--- src/rtl/fwd_bypass_unit.sv ---
module fwd_bypass_unit #(
  parameter int DW = 32,
  parameter int AW = 5
) (
  input  logic          clk,
  input  logic          rst_n,
  input  logic [AW-1:0] dec_rs_a,
  input  logic [AW-1:0] dec_rs_b,
  output logic [DW-1:0] dec_val_a,
  output logic [DW-1:0] dec_val_b,
  input  logic [AW-1:0] ex_src_a,
  input  logic [AW-1:0] ex_src_b,
  input  logic [DW-1:0] ex_val_a,
  input  logic [DW-1:0] ex_val_b,
  input  logic [DW-1:0] ex_imm,
  input  logic          ex_use_imm,
  input  logic [AW-1:0] em_dst,
  input  logic          em_we,
  input  logic [DW-1:0] em_res,
  input  logic [AW-1:0] mw_dst,
  input  logic          mw_we,
  input  logic [DW-1:0] mw_res,
  output logic [1:0]    sel_a,
  output logic [1:0]    sel_b,
  output logic [DW-1:0] op_a,
  output logic [DW-1:0] op_b,
  output logic [DW-1:0] store_data
);
  localparam int NREG = 1 << AW;
  localparam logic [1:0] SEL_RF = 2'b00;
  localparam logic [1:0] SEL_MW = 2'b01;
  localparam logic [1:0] SEL_EM = 2'b10;

  logic [DW-1:0] regs [NREG];

  always_ff @(posedge clk or negedge rst_n) begin
    if (!rst_n) begin
      for (int i = 0; i < NREG; i++) regs[i] <= '0;
    end else if (mw_we && mw_dst != '0) begin
      regs[mw_dst] <= mw_res;
    end
  end

  assign dec_val_a = (dec_rs_a == '0) ? '0 :
                     (mw_we && mw_dst == dec_rs_a) ? mw_res : regs[dec_rs_a];
  assign dec_val_b = (dec_rs_b == '0) ? '0 :
                     (mw_we && mw_dst == dec_rs_b) ? mw_res : regs[dec_rs_b];

  wire em_live = em_we && (em_dst != '0);
  wire mw_live = mw_we && (mw_dst != '0);

  assign sel_a = (em_live && em_dst == ex_src_a) ? SEL_EM :
                 (mw_live && mw_dst == ex_src_a) ? SEL_MW : SEL_RF;
  assign sel_b = (em_live && em_dst == ex_src_b) ? SEL_EM :
                 (mw_live && mw_dst == ex_src_b) ? SEL_MW : SEL_RF;

  logic [DW-1:0] fwd_a, fwd_b;

  always_comb begin
    case (sel_a)
      SEL_EM:  fwd_a = em_res;
      SEL_MW:  fwd_a = mw_res;
      default: fwd_a = ex_val_a;
    endcase
    case (sel_b)
      SEL_EM:  fwd_b = em_res;
      SEL_MW:  fwd_b = mw_res;
      default: fwd_b = ex_val_b;
    endcase
  end

  assign op_a       = fwd_a;
  assign store_data = fwd_b;
  assign op_b       = ex_use_imm ? ex_imm : fwd_b;
endmodule

--- config.mk ---
export PLATFORM = sky130hd
export DESIGN_NAME = fwd_bypass_unit
export DESIGN_NICKNAME = d
export VERILOG_FILES = /design/src/rtl/fwd_bypass_unit.sv
export SDC_FILE = /design/constraint.sdc
export NUM_CORES = 2
export LEC_CHECK = 0
export CORE_AREA = 2 2 439 441
export DETAILED_ROUTE_END_ITERATION = 8
export DIE_AREA = 0 0 441 443
export HOLD_SLACK_MARGIN = 0.06
export PLACE_DENSITY_LB_ADDON = 0.08
export SYNTH_ARGS = -nofsm -noshare
export SYNTH_HDL_FRONTEND = slang
export SYNTH_SLANG_ARGS = --single-unit
--- constraint.sdc ---
create_clock -name clk -period 4.1 [get_ports clk]
set_input_delay 1.025 -clock clk [delete_from_list [all_inputs] [get_ports clk]]
set_output_delay 1.025 -clock clk [all_outputs]
set_load 0.01 [all_outputs]
==> summary.md <==
| Metric | Value |
|---|---|
| Max Slew Vio Count | `0` |
| Initial antenna violation count | `13` |
| DR WL/cell | `34.4 µm` |
| CP startpoint kind | `primary input` |
| Post-synthesis sequential area ratio | `a little under half` |
| Initial DRT Pass Iterations | `5` |
| Placed Area | `68,800 µm²` |
| Min Clock Period, post-route | `about 4.2 ns` |
| Syn Std Cell Area | `56,800 µm²` |
| Clock root cell | `clkbuf_16` |
| FP Rows | `161` |
| TritonCTS clock tree | `yes` |
| CTS sink cnt | `about 1,000` |
| Largest net degree at the start of global routing | `106` |
| Via count | `42,500` |
| Area growth, synth to finish | `35.3%` |
| Vias in the first global route | `44,300` |
| Core box area | `191,000 µm²` |
| Least-Margin Pin Slew | `~1.1 ns` |
| #FFs+latches synth | `just over 1,000` |
| Maximum operating frequency | `240 MHz` |
| Finished Core Util | `about two fifths` |
| Hold_ws | `just over 0.3 ns` |
| Req. time, crit path | `3.07 ns` |
| GR Util met2 | `43.0%` |
| Share of cells above drive strength 1 | `56.6%` |
| Post-layout instance area | `76,800 µm²` |
| Remaining Overflow, GRT | `0` |
| M1 GR Usage | `36.9%` |
| Slew HR | `29.2%` |
| Final Hold Vio Count | `0` |
| CP max FO | `7` |
| Pre-CTS setup slack | `-0.823 ns` |
| Endpoints failing setup | `9` |
| Top flop regs | `regs: 1024 flops` |
| # IOs | `359` |
| DRT Wirelength | `262 mm` |
| Number of CTS-inserted buffers | `119` |
| Setup_tns | `-0.241 ns` |
| Setup ws final | `-0.0581 ns` |
| Die X | `441 µm` |
| Mapped Cells | `4,145` |
| 1st-iter DRT viols | `3,381` |
| Reg2reg setup slack | `around 3.3 ns` |
| ANT nets after route | `0` |
| Critical path class | `primary input to output pin` |
| Setup crit start | `dec_rs_a[0]` |
| Top reg by flops | `regs` |
| Reg2reg end | `regs[215]$_DFFE_PN0P_` |
| Lkg Pwr | `33.3 nW` |
| Remaining DRCs | `0` |
| Synth cell types | `54` |
| Main synth FF type | `dfrtp_1` |
| RSZ-0062 raised after global routing | `yes` |
| Final period util | `101%` |
| GR Util met3 | `3.19%` |
| Post-Syn Nets | `4,340` |
| Fraction of registers with async set/reset | `100%` |
| Max reg flops | `1,024` |
| Worst vdd ir | `about 0.42 mV` |
| GPL Wtd Cong | `0.833` |
| GRT Total Usage | `26.5%` |
| Starting Density | `between 20% and 30%` |
| Post-Route Skew | `0 ns` |
| H-tree Lvls | `3` |
| Hold Crit Class | `primary input to async pin` |
| Via density | `about 5.6` |
| Yosys Warn Count | `0` |
| Worst r2r path cells | `1` |
| Dpl cells | `7,188` |
| R2R Path Start | `regs[215]$_DFFE_PN0P_` |
| Nets@finish | `approximately 5,200` |
| Status | `complete, but fails checks` |
| Number of synthesized flops with an enable pin | `0` |
| Worst Path Arrival | `3.13 ns` |
| Critical Path End Type | `output pin` |
| CTS Buffer Depth | `3` |
| Final Non-Filler Cells | `7,599` |
| Input/output buffers | `~360` |
| Avg Cell Area, Syn | `between 10 and 15 µm²` |
| Clock-pin transition on the worst setup and hold timing paths | `0.06 ns` |
| Die area | `195,000 µm²` |
| Die height | `443 µm` |
| Maxcap violations | `0` |
| First-pass GRT wire length | `365 mm` |
| Commonest non-fill, non-tap cell in the layout | `dfrtp_1` |
| Worst-Skew Late Latency | `0.77 ns` |
| Failing checks | `setup timing` |
| CTS Hold Buffers Added | `0` |
| Total chip power | `between 30 and 40 mW` |
| HPWL after DPL | `171 mm` |
| GRT busiest layer | `met2` |
| Power Dens Cells | `424 nW/µm²` |
| Most frequent cells in the layout | `1,024 x dfrtp_1, 1,012 x mux2_2, 506 x buf_4` |
==> cell type report <==
type,count,area [µm²]
antenna,2,5.00
clock inverter,28,359
timing repair buffer,1186,13000
sequential,1024,25600
fill,17900,114000
clock buffer,188,3640
tap,2526,3160
multi-input combinational,2642,31000
inverter,3,11.3
==> kinds of logic after synthesis <==
kind of cell / after synthesis / share of synthesized area (%)
flops: 1024 / 45.1
xor+xnor: 30 / 0.463
compound gates: 564 / 6.85
simple gates: 287 / 2.43
buf+inv: 479 / 3.62
mux: 1761 / 41.5
==> critical path: stages <==
cell and delay (ns):
buf_16 0.13, buf_16 0.14, buf_12 0.13, buf_12 0.13, buf_16 0.13, buf_8 0.12
mux4_2 0.53, mux2i_2 0.21, o21ai_1 0.10, a32o_2 0.32, buf_6 0.14
==> cells in the mapped netlist (all sizes together), types with 3 or more instances <==
cell     instances  share of area [%]
o211ai           8               0.11
xnor2           26               0.40
o2111ai          9               0.14
nand2          125               0.83
dfrtp         1024                 45
o221a            9               0.18
nor3b            5              0.075
and3             3              0.033
nand3b           4              0.053
mux2          1033                 20
or3              3              0.033
nand3           48               0.42
mux4           372                 15
a21oi           70               0.62
nor3             6              0.062
a22oi          138                1.8
and2             5              0.055
o221ai          37               0.57
xor2             4              0.062
nor2b            5              0.055
or2              6              0.066
nor2            34               0.23
clkbuf         256                1.7
mux2i          356                6.3
o22ai           39               0.43
buf            220                1.9
o21ai          118                1.1
a32o            32               0.56
a221oi           6              0.093
nor4            35               0.41
a31oi           48               0.53
inv              3              0.020
a221o           14               0.25
a211oi          31               0.41
==> worst max-delay path by stage <==
stage | endpoint | slack (ns) | cells past startpoint
floorplan | dec_val_a[29] | 0.34 | 7
global placement | dec_val_b[27] | -0.84 | 9
detailed placement | dec_val_a[23] | -0.82 | 9
CTS | dec_val_b[27] | -0.31 | 13
global route | dec_val_a[2] | -0.1 | 11
finish | dec_val_a[2] | -0.06 | 11
==> report_power, final <==
group	switching [mW]	total, mW	internal, mW
clock network	4.70	11.1	6.42
registers	1.44	13.5	12.0
logic	3.41	8.00	4.59
==> layer usage <==
metal / share of wire [%] / wire length [µm] / up-vias
met5: 0.0050 / 13 / -
met1: 45 / 117000 / 23200
li1: - / - / 17700
met4: 3.7 / 9790 / 2
met2: 47 / 124000 / 1178
met3: 4.2 / 10900 / 375
==> repair_timing <==
item	CTS	global route
endpoints found under the setup margin	164	135
setup buffers	148	62
gates cloned	16	2
pin swaps	98	98
gates resized for setup	953	245
No activity file was read; power rests on OpenSTA's default activity.
